===== src/rtl/regpool_pkg.sv =====
package regpool_pkg;
    localparam logic [3:0] DBG_OP_READ  = 4'h4;
    localparam logic [3:0] DBG_OP_WRITE = 4'h5;
endpackage


===== src/rtl/regpool_cfg.sv =====
module regpool_cfg #(
    parameter int NUM_REGS = 32,
    parameter int MIN_REQ  = 8,
    parameter int VAL_W    = 6,
    parameter int IN_W     = 32
) (
    input  logic             clk,
    input  logic             rst_n,
    input  logic             run,
    input  logic             wr_en,
    input  logic [IN_W-1:0]  wr_val,
    output logic [VAL_W-1:0] req_o,
    output logic [VAL_W-1:0] cc_o,
    output logic             err_o
);
    localparam int NUM_LOG = $clog2(NUM_REGS);
    localparam int MIN_LOG = $clog2(MIN_REQ);

    typedef struct packed {
        logic [VAL_W-1:0] req;
        logic [VAL_W-1:0] cc;
        logic             err;
    } cfg_t;

    cfg_t             s_d, s_q;
    logic             legal;
    logic [VAL_W-1:0] cc_new;

    always_comb begin
        s_d    = s_q;
        legal  = 1'b0;
        cc_new = s_q.cc;
        for (int k = MIN_LOG; k <= NUM_LOG; k++) begin
            if (wr_val == IN_W'(1 << k)) begin
                legal  = 1'b1;
                cc_new = VAL_W'(NUM_REGS / (1 << k));
            end
        end
        if (wr_en) begin
            if (legal && !run) begin
                s_d.req = wr_val[VAL_W-1:0];
                s_d.cc  = cc_new;
                s_d.err = 1'b0;
            end else begin
                s_d.err = 1'b1;
            end
        end
    end

    always_ff @(posedge clk or negedge rst_n) begin
        if (!rst_n) begin
            s_q <= '{req: VAL_W'(NUM_REGS), cc: VAL_W'(1), err: 1'b0};
        end else begin
            s_q <= s_d;
        end
    end

    assign req_o = s_q.req;
    assign cc_o  = s_q.cc;
    assign err_o = s_q.err;

    assert_cc_times_req_R4: assert property (@(posedge clk) disable iff (!rst_n)
        (32'(cc_o) * 32'(req_o)) == NUM_REGS);

    assert_reject_keeps_cc_R5: assert property (@(posedge clk) disable iff (!rst_n)
        (wr_en && !legal) |=> ($stable(cc_o) && $stable(req_o) && err_o));

    assert_run_blocks_cfg_R6: assert property (@(posedge clk) disable iff (!rst_n)
        (wr_en && run) |=> ($stable(req_o) && err_o));

    assert_accept_clears_err_R5: assert property (@(posedge clk) disable iff (!rst_n)
        (wr_en && legal && !run) |=> !err_o);
endmodule


===== src/rtl/regpool_bank.sv =====
module regpool_bank #(
    parameter int DEPTH  = 8,
    parameter int DATA_W = 32,
    localparam int IDX_W = $clog2(DEPTH)
) (
    input  logic              clk,
    input  logic              rst_n,
    input  logic              pw_en,
    input  logic [IDX_W-1:0]  pw_idx,
    input  logic [DATA_W-1:0] pw_data,
    input  logic              dw_en,
    input  logic [IDX_W-1:0]  dw_idx,
    input  logic [DATA_W-1:0] dw_data,
    input  logic [IDX_W-1:0]  ra_idx,
    input  logic [IDX_W-1:0]  rb_idx,
    input  logic [IDX_W-1:0]  rc_idx,
    output logic [DATA_W-1:0] ra_data,
    output logic [DATA_W-1:0] rb_data,
    output logic [DATA_W-1:0] rc_data
);
    logic [DEPTH-1:0][DATA_W-1:0] mem_d, mem_q;

    always_comb begin
        mem_d = mem_q;
        if (pw_en) mem_d[pw_idx] = pw_data;
        if (dw_en) mem_d[dw_idx] = dw_data;
    end

    always_ff @(posedge clk or negedge rst_n) begin
        if (!rst_n) mem_q <= '0;
        else        mem_q <= mem_d;
    end

    assign ra_data = mem_q[ra_idx];
    assign rb_data = mem_q[rb_idx];
    assign rc_data = mem_q[rc_idx];

    assert_debug_wins_R8: assert property (@(posedge clk) disable iff (!rst_n)
        (pw_en && dw_en && pw_idx == dw_idx) |=> (mem_q[$past(dw_idx)] == $past(dw_data)));
endmodule


===== src/rtl/regpool_top.sv =====
module regpool_top #(
    parameter int NUM_REGS  = 32,
    parameter int DATA_W    = 32,
    parameter int NUM_BANKS = 4,
    parameter int DBG_AW    = 16,
    parameter int DBG_BASE  = 1024,
    parameter int MIN_REQ   = 8,
    localparam int ADDR_W   = $clog2(NUM_REGS),
    localparam int CORE_W   = $clog2(NUM_REGS / MIN_REQ),
    localparam int VAL_W    = $clog2(NUM_REGS) + 1
) (
    input  logic              clk,
    input  logic              rst_n,
    input  logic              run,
    input  logic [CORE_W-1:0] rd0_core,
    input  logic [ADDR_W-1:0] rd0_idx,
    output logic [DATA_W-1:0] rd0_data,
    input  logic [CORE_W-1:0] rd1_core,
    input  logic [ADDR_W-1:0] rd1_idx,
    output logic [DATA_W-1:0] rd1_data,
    input  logic              wr_en,
    input  logic [CORE_W-1:0] wr_core,
    input  logic [ADDR_W-1:0] wr_idx,
    input  logic [DATA_W-1:0] wr_data,
    input  logic              dbg_valid,
    input  logic [3:0]        dbg_op,
    input  logic [DBG_AW-1:0] dbg_addr,
    input  logic [DATA_W-1:0] dbg_wdata,
    output logic [DATA_W-1:0] dbg_rdata,
    output logic              dbg_rvalid,
    output logic [VAL_W-1:0]  core_count,
    output logic              cfg_err,
    output logic [NUM_BANKS-1:0] bank_we
);
    import regpool_pkg::*;

    localparam int BANK_REGS = NUM_REGS / NUM_BANKS;
    localparam int LOC_W     = $clog2(BANK_REGS);
    localparam int BANK_W    = ADDR_W - LOC_W;
    localparam int CFG_ADDR  = DBG_BASE + NUM_REGS;

    typedef struct packed {
        logic [DATA_W-1:0] rdata;
        logic              rvalid;
    } dbg_t;

    dbg_t dbg_d, dbg_q;

    logic [VAL_W-1:0]  req;
    logic              is_rd, is_wr, in_win, at_cfg;
    logic [ADDR_W-1:0] dphys, pphys, rphys0, rphys1;
    logic              dw_en;
    logic [DATA_W-1:0] cfg_word;

    logic [NUM_BANKS-1:0][DATA_W-1:0] b_ra, b_rb, b_rc;
    logic [DATA_W-1:0] raw0, raw1, rawd;

    function automatic logic [ADDR_W-1:0] to_phys(
        input logic [CORE_W-1:0] c,
        input logic [ADDR_W-1:0] i,
        input logic [VAL_W-1:0]  rq,
        input logic [VAL_W-1:0]  cn
    );
        logic [CORE_W-1:0] ce;
        logic [ADDR_W-1:0] ie;
        int unsigned       sum;
        ce  = c & CORE_W'(cn - 1'b1);
        ie  = i & ADDR_W'(rq - 1'b1);
        sum = 32'(ce) * 32'(rq) + 32'(ie);
        return ADDR_W'(sum);
    endfunction

    function automatic logic [DATA_W-1:0] forward(
        input logic [ADDR_W-1:0] p,
        input logic [DATA_W-1:0] raw,
        input logic              d_en,
        input logic [ADDR_W-1:0] d_p,
        input logic [DATA_W-1:0] d_v,
        input logic              p_en,
        input logic [ADDR_W-1:0] p_p,
        input logic [DATA_W-1:0] p_v
    );
        if (d_en && d_p == p)      return d_v;
        else if (p_en && p_p == p) return p_v;
        else                       return raw;
    endfunction

    // command decode
    always_comb begin
        is_rd  = dbg_valid && (dbg_op == DBG_OP_READ);
        is_wr  = dbg_valid && (dbg_op == DBG_OP_WRITE);
        in_win = (32'(dbg_addr) >= DBG_BASE) && (32'(dbg_addr) < DBG_BASE + NUM_REGS);
        at_cfg = (32'(dbg_addr) == CFG_ADDR);
        dphys  = ADDR_W'(32'(dbg_addr) - DBG_BASE);
        dw_en  = is_wr && in_win;
        pphys  = to_phys(wr_core, wr_idx, req, core_count);
        rphys0 = to_phys(rd0_core, rd0_idx, req, core_count);
        rphys1 = to_phys(rd1_core, rd1_idx, req, core_count);
    end

    regpool_cfg #(
        .NUM_REGS (NUM_REGS),
        .MIN_REQ  (MIN_REQ),
        .VAL_W    (VAL_W),
        .IN_W     (DATA_W)
    ) u_cfg (
        .clk    (clk),
        .rst_n  (rst_n),
        .run    (run),
        .wr_en  (is_wr && at_cfg),
        .wr_val (dbg_wdata),
        .req_o  (req),
        .cc_o   (core_count),
        .err_o  (cfg_err)
    );

    for (genvar b = 0; b < NUM_BANKS; b++) begin : g_bank
        logic pw_hit, dw_hit;
        assign pw_hit = wr_en && (pphys[ADDR_W-1 -: BANK_W] == BANK_W'(b));
        assign dw_hit = dw_en && (dphys[ADDR_W-1 -: BANK_W] == BANK_W'(b));
        assign bank_we[b] = pw_hit | dw_hit;

        regpool_bank #(
            .DEPTH  (BANK_REGS),
            .DATA_W (DATA_W)
        ) u_bank (
            .clk     (clk),
            .rst_n   (rst_n),
            .pw_en   (pw_hit),
            .pw_idx  (pphys[LOC_W-1:0]),
            .pw_data (wr_data),
            .dw_en   (dw_hit),
            .dw_idx  (dphys[LOC_W-1:0]),
            .dw_data (dbg_wdata),
            .ra_idx  (rphys0[LOC_W-1:0]),
            .rb_idx  (rphys1[LOC_W-1:0]),
            .rc_idx  (dphys[LOC_W-1:0]),
            .ra_data (b_ra[b]),
            .rb_data (b_rb[b]),
            .rc_data (b_rc[b])
        );
    end

    always_comb begin
        raw0 = b_ra[rphys0[ADDR_W-1 -: BANK_W]];
        raw1 = b_rb[rphys1[ADDR_W-1 -: BANK_W]];
        rawd = b_rc[dphys[ADDR_W-1 -: BANK_W]];
        rd0_data = forward(rphys0, raw0, dw_en, dphys, dbg_wdata, wr_en, pphys, wr_data);
        rd1_data = forward(rphys1, raw1, dw_en, dphys, dbg_wdata, wr_en, pphys, wr_data);
        cfg_word = '0;
        cfg_word[VAL_W-1:0]  = req;
        cfg_word[8 +: VAL_W] = core_count;
    end

    always_comb begin
        dbg_d        = dbg_q;
        dbg_d.rvalid = is_rd;
        if (is_rd) begin
            if (in_win)
                dbg_d.rdata = forward(dphys, rawd, 1'b0, dphys, dbg_wdata, wr_en, pphys, wr_data);
            else if (at_cfg)
                dbg_d.rdata = cfg_word;
            else
                dbg_d.rdata = '0;
        end
    end

    always_ff @(posedge clk or negedge rst_n) begin
        if (!rst_n) dbg_q <= '{rdata: '0, rvalid: 1'b0};
        else        dbg_q <= dbg_d;
    end

    assign dbg_rdata  = dbg_q.rdata;
    assign dbg_rvalid = dbg_q.rvalid;

    assert_rvalid_after_read_R3: assert property (@(posedge clk) disable iff (!rst_n)
        is_rd |=> dbg_rvalid);

    assert_no_spurious_rvalid_R3: assert property (@(posedge clk) disable iff (!rst_n)
        !is_rd |=> !dbg_rvalid);

    assert_bank_strobes_R2: assert property (@(posedge clk) disable iff (!rst_n)
        $countones(bank_we) <= 2);

    assert_no_write_no_strobe_R2: assert property (@(posedge clk) disable iff (!rst_n)
        (!wr_en && !dw_en) |-> (bank_we == '0));
endmodule


===== config.mk =====
export PLATFORM = sky130hd
export DESIGN_NAME = regpool_top
export DESIGN_NICKNAME = d
export VERILOG_FILES = /design/src/rtl/regpool_pkg.sv /design/src/rtl/regpool_cfg.sv /design/src/rtl/regpool_bank.sv /design/src/rtl/regpool_top.sv
export SDC_FILE = /design/constraint.sdc
export NUM_CORES = 2
export LEC_CHECK = 0
export BUFFER_PORTS_ARGS = -buffer_cell sky130_fd_sc_hd__buf_2
export CORE_UTILIZATION = 49
export DETAILED_ROUTE_END_ITERATION = 12
export PLACE_DENSITY_LB_ADDON = 0.08
export SYNTH_ARGS = -nofsm -noshare
export SYNTH_HDL_FRONTEND = slang
export SYNTH_HIERARCHICAL = 1
export SYNTH_SLANG_ARGS = --single-unit

===== constraint.sdc =====
create_clock -name clk -period 9.5 [get_ports clk]
set_input_delay 0.475 -clock clk [delete_from_list [all_inputs] [get_ports clk]]
set_output_delay 0.475 -clock clk [all_outputs]
set_load 0.005 [all_outputs]

==> impl_metrics.ini <==
[die]
initial_core_util = 0.496
die_w_um = 411
core_um2 = 166000
pin_count = 218
rows = 149
die_area_um2 = 169000
die_h_um = 411

[pwr]
p_per_area_nw_per_um2 = 186
p_leak_nw = 39.8
peakVddDrop_v = 0.000160

[timing]
tns_ps = 0
fin_worst_skew_ps = 31.4
fin_hold_ws_ps = 122
setup_viol = 0
max_freq_ghz = 0.131
tightest_slew_ps = 1410
finalCritPeriodShare = 0.803
slew_headroom = 0.0316
finalHoldViolCount = 0
min_period_ps = 7630
slew_viol_final = 0
rsz0062_at_grt = no

[clocking]
clock-root-buffer = clkbuf_16
cts_made_buffers = 136
clk_latency_ps = 800
clkTransAtPathRegs_ps = 60
cts-htree-levels = 4
cts_tree = yes
cts_sinks = 1067
clk_path_buf_depth = 3

[detailed_routing]
drtPass1Iterations = 8
wl_mm = 351
vias = 63400
wl_per_cell_um = 39.4
drtAntennaViolNets = 0
drc_errors = 0
avgViaCountPerCell = 7.12
drtIter0Drc = 8663

[placement]
portBuffers = 214
hpwl_mm = 208
gp_congestion = 0.916

[yosys]
ys_seq_area_frac = 0.325
synth_cells = 6933
netlist_area_um2 = 82100
synth_warnings = 6
avgSynthCellArea_um2 = 11.8
synth_edf_count = 0
synth_flop_cell = dfrtp_1
ys_ff_latch = 1067
async_reset_ff_frac = 1.00
yosysUniqueCellTypes = 70

[global_route]
overflow = 0
grt_max_degree = 159
grt_pass1_vias = 59400
grt_antenna_before_repair = 24
grtUsageTotal = 0.411
grt_pass1_wl_mm = 488

[final_layout]
area_growth_pct = 6.75
drive_gt1_frac = 0.226
fin_util = 0.529
nNetsFinal = 6754
final_common_cell = mux2i_1
final_cell_mix = 1123 x mux2i_1, 1065 x dfrtp_1, 555 x nand2_1

[setup_path]
startpoint_type = flop
crit_type = reg2out
crit_fanout = 86
endpoint_kind = primary output
cp.arrival_ps = 7160
required_ps = 9030

[flow_run]
drv_cap = 0

[hold_path]
hold_class = in2reg

[outcome]
run_status = completed
==> worst paths after layout <==
kind,startpoint,end,slack (ps),cells after the start
setup reg to reg,u_cfg/req_o[0],g_bank[1].u_bank/mem_q[81],3200,16
hold reg to reg,dbg_rdata[16],dbg_rdata[16],480,2
hold / removal,dbg_wdata[2],g_bank[2].u_bank/mem_q[2],120,3
min in group asynchronous,rst_n,g_bank[1].u_bank/mem_q[154],340,2
max in group asynchronous,rst_n,g_bank[3].u_bank/mem_q[234],6710,4
setup / recovery,u_cfg/req_o[0],rd1_data[3],1870,15
==> registers in the layout, summed over array words and instances (netlist names) <==
| signal | count |
|---|---|
| dbg_rdata | 32 |
| dbg_rvalid | 1 |
| g_bank.u_bank/mem_q | 1024 |
| u_cfg/cc_o | 3 |
| u_cfg/err_o | 1 |
| u_cfg/req_o | 6 |
==> final cells by class <==
| cell class | count | area [um2] |
|---|---|---|
| fillers | 14300 | 78000 |
| diodes | 7 | 17.5 |
| well taps | 2189 | 2740 |
| repair buffers | 450 | 3090 |
| inverters | 49 | 184 |
| clock buffers | 202 | 4060 |
| clock inverters | 34 | 427 |
| flip-flops and latches | 1067 | 26700 |
| multi-input cells | 4915 | 50400 |
==> cell families after synthesis <==
group,count (synthesis),share of synthesized area
xor gates and xnor gates,46,0.00665
buffers and inverters,953,0.0643
other,1,0.0000457
and+or+nand+nor,1268,0.0687
DFF,1067,0.325
adders and majority gates,25,0.00491
AOI/OAI and AO/OA,1201,0.0825
muxes,2372,0.447
==> synthesized netlist by cell type, types with 5 or more instances <==
master    instances  area, um2
dfrtp_1        1065      26700
mux4_1          508      13300
buf_2           209       1050
o21ai_0         436       2180
nand2b_1          7       43.8
xor2_1           15        131
o21ai_2          76        666
buf_6           144       1620
nand3_1           9       45.0
a21oi_1         519       2600
nand2_1         556       2090
and2_1           10       62.6
a22oi_1          12       90.1
inv_1            49        184
clkbuf_8         12        165
buf_4            55        413
nand4b_1         25        219
o21ai_1          44        220
and4bb_2         16        200
xnor2_1          19        166
and3_1            5       31.3
nor4b_4           8        190
or2_2             5       31.3
ha_1             13        163
mux2_2          350       3940
mux2i_1        1123      11200
nand4_1          11       68.8
nor2b_1          15       93.8
nor3_1            8       40.0
a211oi_1         36        270
mux2_4           36        541
fa_1             12        240
mux2_1           30        338
mux4_2          324       7300
buf_1           139        522
nor4_2            5       62.6
nor4_1           34        213
clkbuf_1        341       1280
a221o_1          61        611
xnor2_2           6       97.6
nor2_1          529       1990
==> power breakdown <==
| part | internal [mW] | switching, mW | total (mW) |
|---|---|---|---|
| Sequential | 5.41 | 0.840 | 6.25 |
| Combinational | 2.44 | 2.18 | 4.62 |
| Clock | 3.17 | 2.21 | 5.38 |
==> per-layer routing <==
metal	global-route usage	up-vias	wire (um)	share of wire
li1	-	25800	-	-
met1	0.552	32300	137000	0.39
met2	0.593	4324	150000	0.43
met3	0.134	991	42500	0.12
met4	0.211	22	21200	0.061
met5	0	-	151	0.00043
==> critical path, cell delays in order, from the launching register on <==
cell	delay (ps)
dfrtp_1	540
inv_1	110
ha_1	350
nor2b_1	230
fa_1	470
ha_4	190
fa_4	1190
buf_12	610
xor2_1	140
nor3_1	160
and4b_1	270
nand2_1	100
nand4bb_1	140
nand2_2	760
a221o_1	710
buf_2	210
==> per-stage QoR <==
step	power [mW]	worst slack (ps)	cells	cell area, um2
after floorplan	9.22	4800	6935	82100
after global placement	10.7	2990	8669	83100
after detailed placement	10.8	2940	8669	83100
after CTS	16.2	2120	8906	87600
after global routing	16.8	1860	8907	87600
final	16.3	1870	8913	87600
==> timing repair <==
item / CTS / global route
hold endpoints to repair: 78 / 0
gates resized for setup: 0 / 0
hold buffers: 1 / 0
setup buffers: 0 / 0
Note: power is estimated with default switching activity, not from simulation.
